File: config.mk
export PLATFORM = sky130hd
export DESIGN_NAME = ssm_rx
export DESIGN_NICKNAME = d
export VERILOG_FILES = /design/src/rtl/ssm_pkg.sv /design/src/rtl/ssm_frame_track.sv /design/src/rtl/ssm_field_check.sv /design/src/rtl/ssm_silence_timer.sv /design/src/rtl/ssm_rx.sv
export SDC_FILE = /design/constraint.sdc
export NUM_CORES = 1
export LEC_CHECK = 0
export BUFFER_PORTS_ARGS = -buffer_cell sky130_fd_sc_hd__buf_4
export CAP_MARGIN = 20
export CORE_MARGIN = 5
export CORE_UTILIZATION = 56
export DETAILED_ROUTE_END_ITERATION = 8
export GPL_TIMING_DRIVEN = 0
export PLACE_DENSITY = 0.79
export SYNTH_ARGS = -nofsm -noshare
export SYNTH_HDL_FRONTEND = slang
export SYNTH_SLANG_ARGS = --single-unit
File: constraint.sdc
create_clock -name clk -period 2.4 [get_ports clk]
set_clock_uncertainty 0.1 [all_clocks]
set_input_delay 0.36 -clock clk [delete_from_list [all_inputs] [get_ports clk]]
set_output_delay 0.36 -clock clk [all_outputs]
set_load 0.005 [all_outputs]
File: src/rtl/ssm_pkg.sv
package ssm_pkg;

  localparam logic [3:0] QL_DNU    = 4'hF;
  localparam int         VAL_POS   = 23;
  localparam int         DATA_POS  = 20;

  // Checks one byte against the fixed header and TLV fields at its position.
  function automatic logic field_ok(input int pos, input logic [7:0] d,
                                    input logic [23:0] oui);
    logic r;
    case (pos)
      12:      r = (d == 8'h88);
      13:      r = (d == 8'h09);
      14:      r = (d == 8'h00);
      15:      r = (d == 8'h01);
      16:      r = (d == oui[23:16]);
      17:      r = (d == oui[15:8]);
      18:      r = (d == oui[7:0]);
      19:      r = (d[7:4] == 4'd1) && !d[3];
      20:      r = (d == 8'h01);
      21:      r = (d == 8'h00);
      22:      r = (d == 8'h04);
      default: r = 1'b1;
    endcase
    return r;
  endfunction

endpackage

File: src/rtl/ssm_frame_track.sv
module ssm_frame_track #(
  parameter int MIN_FRAME = 84,
  localparam int PW = $clog2(MIN_FRAME + 1)
) (
  input  logic          clk,
  input  logic          rst_n,
  input  logic          in_valid,
  input  logic          in_sop,
  input  logic          in_eop,
  output logic          beat,
  output logic          first,
  output logic [PW-1:0] cur_pos,
  output logic          long_enough
);

  logic          active_q, active_d;
  logic [PW-1:0] cnt_q, cnt_d;
  logic          cnt_en;

  assign first       = in_valid && in_sop;
  assign beat        = in_valid && (in_sop || active_q);
  assign cur_pos     = in_sop ? '0 : cnt_q;
  assign long_enough = (cur_pos >= PW'(MIN_FRAME - 1));
  assign cnt_en      = beat;

  always_comb begin
    active_d = active_q;
    if (in_valid) active_d = (in_sop || active_q) && !in_eop;
  end

  always_comb begin
    cnt_d = cnt_q;
    if (cur_pos != PW'(MIN_FRAME)) cnt_d = cur_pos + PW'(1);
    else                           cnt_d = cur_pos;
  end

  always_ff @(posedge clk or negedge rst_n) begin
    if (!rst_n) begin
      active_q <= 1'b0;
      cnt_q    <= '0;
    end else begin
      active_q <= active_d;
      if (cnt_en) cnt_q <= cnt_d;
    end
  end

endmodule

File: src/rtl/ssm_field_check.sv
module ssm_field_check #(
  parameter logic [23:0] OUI = 24'h0019A7,
  parameter int PW = 7
) (
  input  logic          clk,
  input  logic          rst_n,
  input  logic          beat,
  input  logic          first,
  input  logic [PW-1:0] cur_pos,
  input  logic [7:0]    in_data,
  input  logic          in_err,
  output logic          ok_now,
  output logic [7:0]    value
);
  import ssm_pkg::*;

  logic       ok_q;
  logic       grab_en;
  logic       match;

  assign match   = field_ok(int'(cur_pos), in_data, OUI);
  assign ok_now  = (first ? 1'b1 : ok_q) && match && !in_err;
  assign grab_en = beat && (cur_pos == PW'(VAL_POS));

  always_ff @(posedge clk or negedge rst_n) begin
    if (!rst_n) begin
      ok_q  <= 1'b0;
      value <= '0;
    end else begin
      if (beat)    ok_q  <= ok_now;
      if (grab_en) value <= in_data;
    end
  end

endmodule

File: src/rtl/ssm_silence_timer.sv
module ssm_silence_timer #(
  parameter int TIMEOUT_S = 5,
  localparam int CW = $clog2(TIMEOUT_S + 1)
) (
  input  logic          clk,
  input  logic          rst_n,
  input  logic          accept,
  input  logic          tick,
  output logic          expired,
  output logic [CW-1:0] count
);

  logic [CW-1:0] cnt_d;
  logic          cnt_en;

  assign expired = (count == CW'(TIMEOUT_S));
  assign cnt_en  = accept || (tick && !expired);

  always_comb begin
    if (accept) cnt_d = '0;
    else        cnt_d = count + CW'(1);
  end

  always_ff @(posedge clk or negedge rst_n) begin
    if (!rst_n)      count <= CW'(TIMEOUT_S);
    else if (cnt_en) count <= cnt_d;
  end

endmodule

File: src/rtl/ssm_rx.sv
module ssm_rx #(
  parameter int          TIMEOUT_S = 5,
  parameter int          MIN_FRAME = 84,
  parameter logic [23:0] OUI       = 24'h0019A7
) (
  input  logic       clk,
  input  logic       rst_n,
  input  logic       in_valid,
  input  logic       in_sop,
  input  logic       in_eop,
  input  logic [7:0] in_data,
  input  logic       in_err,
  input  logic       tick_1hz,
  output logic [3:0] ql_out,
  output logic [3:0] src_id_out,
  output logic       timed_out
);
  import ssm_pkg::*;

  localparam int PW = $clog2(MIN_FRAME + 1);
  localparam int CW = $clog2(TIMEOUT_S + 1);

  logic          beat, first, long_enough, ok_now, accept;
  logic [PW-1:0] cur_pos;
  logic [7:0]    value;
  logic [CW-1:0] sil_count;
  logic [3:0]    ql_q;
  logic          err_end, short_end;

  ssm_frame_track #(.MIN_FRAME(MIN_FRAME)) u_track (
    .clk(clk), .rst_n(rst_n), .in_valid(in_valid), .in_sop(in_sop),
    .in_eop(in_eop), .beat(beat), .first(first), .cur_pos(cur_pos),
    .long_enough(long_enough)
  );

  ssm_field_check #(.OUI(OUI), .PW(PW)) u_fields (
    .clk(clk), .rst_n(rst_n), .beat(beat), .first(first), .cur_pos(cur_pos),
    .in_data(in_data), .in_err(in_err), .ok_now(ok_now), .value(value)
  );

  assign accept    = beat && in_eop && ok_now && long_enough;
  assign err_end   = beat && in_eop && in_err;
  assign short_end = beat && in_eop && !long_enough;

  ssm_silence_timer #(.TIMEOUT_S(TIMEOUT_S)) u_timer (
    .clk(clk), .rst_n(rst_n), .accept(accept), .tick(tick_1hz),
    .expired(timed_out), .count(sil_count)
  );

  always_ff @(posedge clk or negedge rst_n) begin
    if (!rst_n) begin
      ql_q       <= QL_DNU;
      src_id_out <= 4'h0;
    end else if (accept) begin
      ql_q       <= value[3:0];
      src_id_out <= value[7:4];
    end
  end

  assign ql_out = timed_out ? QL_DNU : ql_q;

endmodule

==> impl_metrics.csv, run 1 <==
group,metric,value,unit
placement,dpl.hpwl,2780,µm
power_and_ir_drop,pwr-share-comb,31.2,%
finish,layout_common_cells,"buf_4, dfrtp_1, mux2_2",
clock_network,cts_htree_levels,1,
worst_setup_path,r2r_slack,130,ps
logic_synthesis,syn_area,0.00162,mm²
floorplanning,rows,19,
floorplanning,start_util,58.8,%
timing,relSlewSlack,48.0,%
placement,dp_slack,-225,ps
power_and_ir_drop,p_leak,0.868,nW
global_route,grt_max_degree,29,
detailed_routing,drc,0,
worst_setup_path,cp-end-kind,"register",
power_and_ir_drop,p_per_area,685,mW/mm²
clock_network,tritoncts,"yes",
timing,fin_crit,2270,ps
clock_network,clk_pin_slew,150,ps
power_and_ir_drop,p_clk_share,23.5,%
worst_setup_path,cp_max_fo,8,
worst_setup_path,crit_slowest_cell,"dfrtp_2",
detailed_routing,via_per_inst,6.23,
logic_synthesis,syn_inst,166,
floorplanning,die_w,63.8,µm
logic_synthesis,synth_edf_count,0,
timing,hold_viol_final,0,
finish,nFillCells,218,
global_route,grt_first_pass_wirelength,6420,µm
finish,regArea,709,µm²
worst_setup_path,reg2reg_to,"u_fields.ok_q",
power_and_ir_drop,p_sw_share,33.0,%
global_route,antenna_found_initial,0,
worst_setup_path,rr_startpoint,"u_track.cnt_q[3]",
timing,fin_hold_ws,92.5,ps
logic_synthesis,async_flop_share,100,%
power_and_ir_drop,seqPwrFrac,45.3,%
detailed_routing,dr.pass1.iters,4,
finish,layout_commonest_cell,"buf_4",
worst_setup_path,reg2regPathDepth,7,
power_and_ir_drop,p_sw,0.434,mW
detailed_routing,vias,1395,
timing,setup_violations,0,
detailed_routing,wl_per_cell,16.5,µm
flow_run,cap_violations,0,
finish,antennaDiodeCount,0,
worst_setup_path,arrival,2400,ps
clock_network,clockBufferDepth,2,
clock_network,cts_root_buf,"clkbuf_4",
floorplanning,core,0.00276,mm²
worst_setup_path,critical_path_class,"reg2reg",
detailed_routing,initialDrtViolationCount,62,
hold_path,hold_start,"in_eop",
timing,worst_slack,126,ps
placement,gp_congestion,0.868,
logic_synthesis,yosysSeqAreaShare,43.6,%
clock_network,clk_latency,330,ps
floorplanning,ioPinCount,24,
logic_synthesis,synth.avg_cell_area,9.78,µm²
logic_synthesis,yosys_register_bits,28,
hold_path,hold_class,"in2reg",
logic_synthesis,ys_types,44,
logic_synthesis,synth_warnings,0,
placement,port_buffers,22,
worst_setup_path,worstPathRequired,2530,ps
logic_synthesis,synthFlopType,"dfrtp_1",
finish,area_delta_synth_final,18.4,%
logic_synthesis,ys_top_cells_by_area,"dfrtp_1, mux2_2, dfstp_2",
floorplanning,die_area,0.00407,mm²
worst_setup_path,path_delay_family,"compound AO/OA/AOI/OAI gates",
worst_setup_path,critical-path-max-stage-delay,480,ps
logic_synthesis,synth_top_area_share,33.9,%
detailed_routing,route.final.wire_length,3700,µm
worst_setup_path,cp-start-kind,"register",
floorplanning,die_h,63.8,µm
finish,drive_above_1_share,32.6,%
timing,worstMarginPinSlew,772,ps
detailed_routing,drtAntennaViolNets,0,
clock_network,cts_num_sinks,28,
run_status,run_status,"finished, final reports clean",
logic_synthesis,yosysTopAreaCell,"dfrtp_1",
hold_path,min_to,"u_track.active_q",
timing,post-route-period-util,94.8,%
worst_setup_path,crit_buf_inv,1,
global_route,grt_pass1_vias,1448,
finish,nets,211,
power_and_ir_drop,peakVddDrop,0.628,mV
global_route,grt.overflow.total,0,
global_route,grt_usage,19.1,%
finish,multi_input_area,888,µm²
timing,grt_setup_unrepaired,"no",
worst_setup_path,worstPathCellList,"or3b_1, buf_4, or2_2, o21ai_0, o311a_1, a2bb2oi_1, o41ai_2",
clock_network,cts_buffers,3,
hold_path,hold-path-cell-count,2,
logic_synthesis,syn_nets,183,
power_and_ir_drop,internal-power,0.882,mW
timing,fmax,440,MHz
timing,slew_violations,0,
==> what timing repair did <==
action / 4_1_cts / 5_1_grt
hold buffers: 1 / 0
endpoints found under the hold margin: 22 / 0
pin swaps: 0 / 1
endpoints found under the setup margin: 7 / 17
resized for setup: 2 / 10
buffers inserted: 0 / 0
==> flip-flops by register name (all words and copies together), names as in the netlist <==
register	cells
u_track.cnt_q	7
u_track.active_q	1
src_id_out	4
u_fields.ok_q	1
u_fields.value	8
ql_q	4
u_timer.count	3
==> synthesized netlist by cell type, types with 2 or more instances <==
library cell / n
o32ai_1: 2
a31oi_1: 2
clkbuf_1: 4
mux2_2: 16
nor2b_1: 4
nand3_1: 5
a21oi_1: 12
nand2_1: 15
and2_1: 2
nor4b_1: 2
buf_2: 2
inv_1: 3
nor2_1: 9
dfstp_2: 6
nand2b_1: 7
nor3_1: 5
xor2_1: 4
nor4_1: 2
xnor2_1: 2
o21ai_0: 14
or4_1: 2
or2_2: 2
dfrtp_1: 22
ha_1: 2
==> worst max-delay path by stage <==
stage / from / end / slack, ps / cells after the start
after floorplan: in_sop / u_fields.ok_q / 110 / 8
after global placement: in_sop / src_id_out[3] / -190 / 6
after detailed placement: in_sop / src_id_out[2] / -220 / 6
after CTS: u_track.cnt_q[3] / u_fields.ok_q / 8 / 7
after global routing: u_track.cnt_q[3] / u_fields.ok_q / 20 / 7
final: u_track.cnt_q[3] / u_fields.ok_q / 130 / 7
==> final cells by class <==
class / instances / area share, %
Sequential cell: 28 / 36.9
Inverter: 3 / 0.586
Clock inverter: 1 / 1.56
Buffer: 8 / 2.41
Multi-Input combinational cell: 127 / 46.2
Timing Repair Buffer: 23 / 9.11
Tap cell: 31 / 2.02
Clock buffer: 3 / 1.17
==> power groups by stage <==
stage	registers [mW]	clock network [mW]	logic [mW]
6_report	0.596	0.309	0.411
5_1_grt	0.605	0.341	0.465
4_1_cts	0.594	0.317	0.405
3_5_place_dp	0.603	0	0.400
3_3_place_gp	0.595	0	0.382
2_1_floorplan	0.587	0	0.264
==> metal layers <==
layer | vias up | track usage, % | part of all wire (%)
li1 | 655 | - | -
met1 | 699 | 23.0 | 42
met2 | 34 | 34.7 | 52
met3 | 7 | 2.63 | 4.5
met4 | 0 | 6.23 | 1.3
met5 | - | 0 | 0
==> cell families (layout without fill, tap and decap cells) <==
logic type / count (synthesis) / after routing / synth area share [%]
AND/OR/NAND/NOR: 63 / 63 / 21.6
AO/OA/AOI/OAI: 39 / 39 / 15.1
flip-flops: 28 / 28 / 43.6
multiplexers: 17 / 17 / 11.7
buffers and inverters: 11 / 38 / 3.16
XOR/XNOR: 6 / 6 / 3.24
adder cells (fa/ha/maj): 2 / 2 / 1.54
==> per-stage QoR <==
stage          setup TNS (ps)  total power, mW  util [%]  instance area [µm²]  instances
2_1_floorplan               0            0.851         -                 1620        166
3_3_place_gp            -1230            0.978      66.2                 1830        219
3_5_place_dp            -1380             1.00      66.2                 1830        219
4_1_cts                     0             1.32      68.7                 1900        224
5_1_grt                     0             1.41      69.7                 1920        224
6_report                    0             1.32      69.7                 1920        224
(Power assumes the default switching activity.)
==> run 2: changes to the inputs <==
- CORE_UTILIZATION: 56 -> 52
- PLACE_DENSITY: 0.79 -> 0.76
- SYNTH_HIERARCHICAL: default -> 1
- clock period: 2.4 -> 1.9 ns (I/O delays scaled with it)
==> impl_metrics.csv, run 2 <==
group,metric,value,unit
logic_synthesis,async_flop_share,100,%
logic_synthesis,synth_common_cells,"dfrtp_1, nand2_1, mux2_2",
logic_synthesis,syn_nets,202,
logic_synthesis,yosysTopAreaCell,"dfrtp_1",
global_route,grt.overflow.total,0,
placement,dp_cells,252,
timing,fin_crit,3410,ps
timing,fmax,294,MHz
detailed_routing,vias,1644,
logic_synthesis,synth_warnings,6,
global_route,grt_usage,18.6,%
logic_synthesis,synthFlopType,"dfrtp_1",
detailed_routing,initialDrtViolationCount,135,
logic_synthesis,syn_inst,183,
logic_synthesis,ys_types,62,
floorplanning,rows,21,
timing,worstMarginPinSlew,454,ps
run_status,violations,"negative setup slack",
placement,dpl.hpwl,3190,µm
logic_synthesis,synth.most_common_cell,"dfrtp_1",
clock_network,clk_latency,320,ps
logic_synthesis,synth_edf_count,0,
worst_setup_path,reg2regPathDepth,10,
worst_setup_path,r2r_slack,-1510,ps
floorplanning,die_w,69.3,µm
global_route,grt_max_degree,29,
global_route,grt_first_pass_wirelength,7440,µm
worst_setup_path,path_delay_family,"simple AND/OR/NAND/NOR gates",
worst_setup_path,crit_buf_inv,1,
logic_synthesis,yosysSeqAreaShare,38.8,%
floorplanning,die_area,0.00480,mm²
logic_synthesis,yosys_register_bits,28,
finish,area_delta_synth_final,28.9,%
timing,relSlewSlack,69.5,%
worst_setup_path,critical-path-max-stage-delay,550,ps
hold_path,hold_class,"in2reg",
worst_setup_path,worstPathRequired,2030,ps
timing,slew_violations,0,
hold_path,hold-path-cell-count,2,
finish,antennaDiodeCount,0,
finish,reg.largest.list,"u_fields/value (8), u_track/cnt_q (7)",
hold_path,hold_start,"in_eop",
global_route,antenna_found_initial,0,
worst_setup_path,reg2reg_to,"src_id_out[0]",
logic_synthesis,synth_top_area_share,30.2,%
logic_synthesis,synth.avg_cell_area,9.98,µm²
power_and_ir_drop,p_per_area,886,mW/mm²
finish,largest_register_ffs,8,
detailed_routing,via_per_inst,6.02,
placement,dp_slack,-1810,ps
clock_network,cts_num_sinks,28,
clock_network,cts_htree_levels,1,
power_and_ir_drop,peakVddDrop,0.565,mV
worst_setup_path,worst-path-stages,10,
power_and_ir_drop,p_leak,1.06,nW
worst_setup_path,cp-end-kind,"register",
finish,layout_common_cells,"buf_4, dfrtp_1, nand2_1",
worst_setup_path,crit_slowest_cell,"or4b_4",
clock_network,cts_root_buf,"clkbuf_4",
logic_synthesis,syn_area,0.00183,mm²
floorplanning,core,0.00336,mm²
detailed_routing,drc,0,
finish,nets,247,
timing,grt_setup_unrepaired,"yes",
worst_setup_path,worstPathCellList,"nor2b_4, or4b_4, or3_4, a2111oi_4, o2111a_1, o2111ai_2, a211oi_2, nand4_4, buf_12, mux2_4",
detailed_routing,dr.pass1.iters,4,
clock_network,tritoncts,"yes",
clock_network,clockBufferDepth,2,
timing,setup_violations,23,
timing,post-route-period-util,179,%
clock_network,cts_buffers,3,
placement,gp_congestion,0.870,
finish,nFillCells,271,
worst_setup_path,critical_path_class,"reg2reg",
run_status,run_status,"finished with violations",
floorplanning,die_h,69.3,µm
hold_path,min_to,"u_track/active_q",
finish,layout_commonest_cell,"buf_4",
detailed_routing,route.final.wire_length,4500,µm
global_route,grt_pass1_vias,1590,
worst_setup_path,rr_startpoint,"u_track/cnt_q[5]",
finish,stdcell_count,273,
finish,post-route-util,70.0,%
floorplanning,ioPinCount,24,
placement,port_buffers,23,
finish,top_register,"u_fields/value",
flow_run,cap_violations,0,
clock_network,clk_pin_slew,150,ps
detailed_routing,drtAntennaViolNets,0,
timing,hold_viol_final,0,
finish,drive_above_1_share,44.5,%
worst_setup_path,cp-start-kind,"register",
logic_synthesis,ys_top_cells_by_area,"dfrtp_1, mux2_2, dfstp_2",
detailed_routing,wl_per_cell,16.5,µm
floorplanning,start_util,54.3,%
worst_setup_path,cp_max_fo,8,
timing,worst_slack,-1510,ps
worst_setup_path,arrival,3530,ps
## run 2: layout make-up
type | count | area (µm²) | area share [%]
inverter | 12 | 45.0 | 1.91
clock buffer | 3 | 22.5 | 0.957
timing repair buffer | 41 | 334 | 14.2
clock inverter | 1 | 30.0 | 1.28
tap | 46 | 57.6 | 2.45
multi-input combinational | 137 | 1130 | 47.9
buffer | 5 | 27.5 | 1.17
sequential | 28 | 709 | 30.1
## run 2: how the worst max path moves through the flow
stage / from / endpoint
after floorplan: u_track/cnt_q[3] / u_timer/count[0]
after CTS: u_track/cnt_q[3] / src_id_out[0]
after detailed placement: in_sop / u_timer/count[0]
after global placement: in_sop / u_timer/count[0]
after global routing: u_track/cnt_q[5] / src_id_out[0]
final: u_track/cnt_q[5] / src_id_out[0]
## run 2: per-stage QoR
step	hold slack, ps	instance area, µm²	TNS (ps)	total power [mW]
6_report	60.1	2350	-18170	2.09
5_1_grt	24.7	2350	-20630	2.21
4_1_cts	45.3	2280	-18120	1.99
3_5_place_dp	121	2080	-23750	1.49
3_3_place_gp	113	2080	-21390	1.44
2_1_floorplan	-111	1850	-14560	1.26
## run 2: worst register-to-register path, stage by stage (launching register included)
cell and delay, ps:
dfrtp_1 420, nor2b_4 140, or4b_4 550, or3_4 430, a2111oi_4 380, o2111a_1 250, o2111ai_2 150, a211oi_2 280
nand4_4 140, buf_12 170, mux2_4 300
## run 2: kinds of logic (layout without fill, tap and decap cells)
kind of cell	count (synthesis)	count (layout)	synth area share (%)
mux	16	16	10.1
fa+ha+maj	4	4	2.74
xor+xnor	4	4	1.92
flops	28	28	38.8
simple gates	75	75	25.2
buf+inv	18	62	3.84
compound gates	38	38	17.4
## run 2: what timing repair did
action                                 4_1_cts  5_1_grt
hold buffers                                 1        0
setup endpoints to repair                   26       27
gates resized for setup                     10       16
pin swaps                                    5        7
endpoints found under the hold margin       22        0
buffers inserted                            12        5
## run 2: layer usage
| metal | vias to the layer above | global-route usage (%) | part of all wire [%] |
|---|---|---|---|
| met4 | 0 | 4.77 | 2.3 |
| met1 | 808 | 22.5 | 40 |
| met2 | 59 | 33.7 | 53 |
| met5 | - | 0 | 0 |
| li1 | 764 | - | - |
| met3 | 13 | 3.33 | 4.5 |
## run 2: report_power, final
group | internal, mW | leakage [nW] | switching, mW | total [mW]
Combinational | 0.473 | 0.674 | 0.435 | 0.908
Sequential | 0.698 | 0.355 | 0.0918 | 0.790
Clock | 0.213 | 0.0279 | 0.175 | 0.388
Total | 1.38 | 1.06 | 0.701 | 2.09
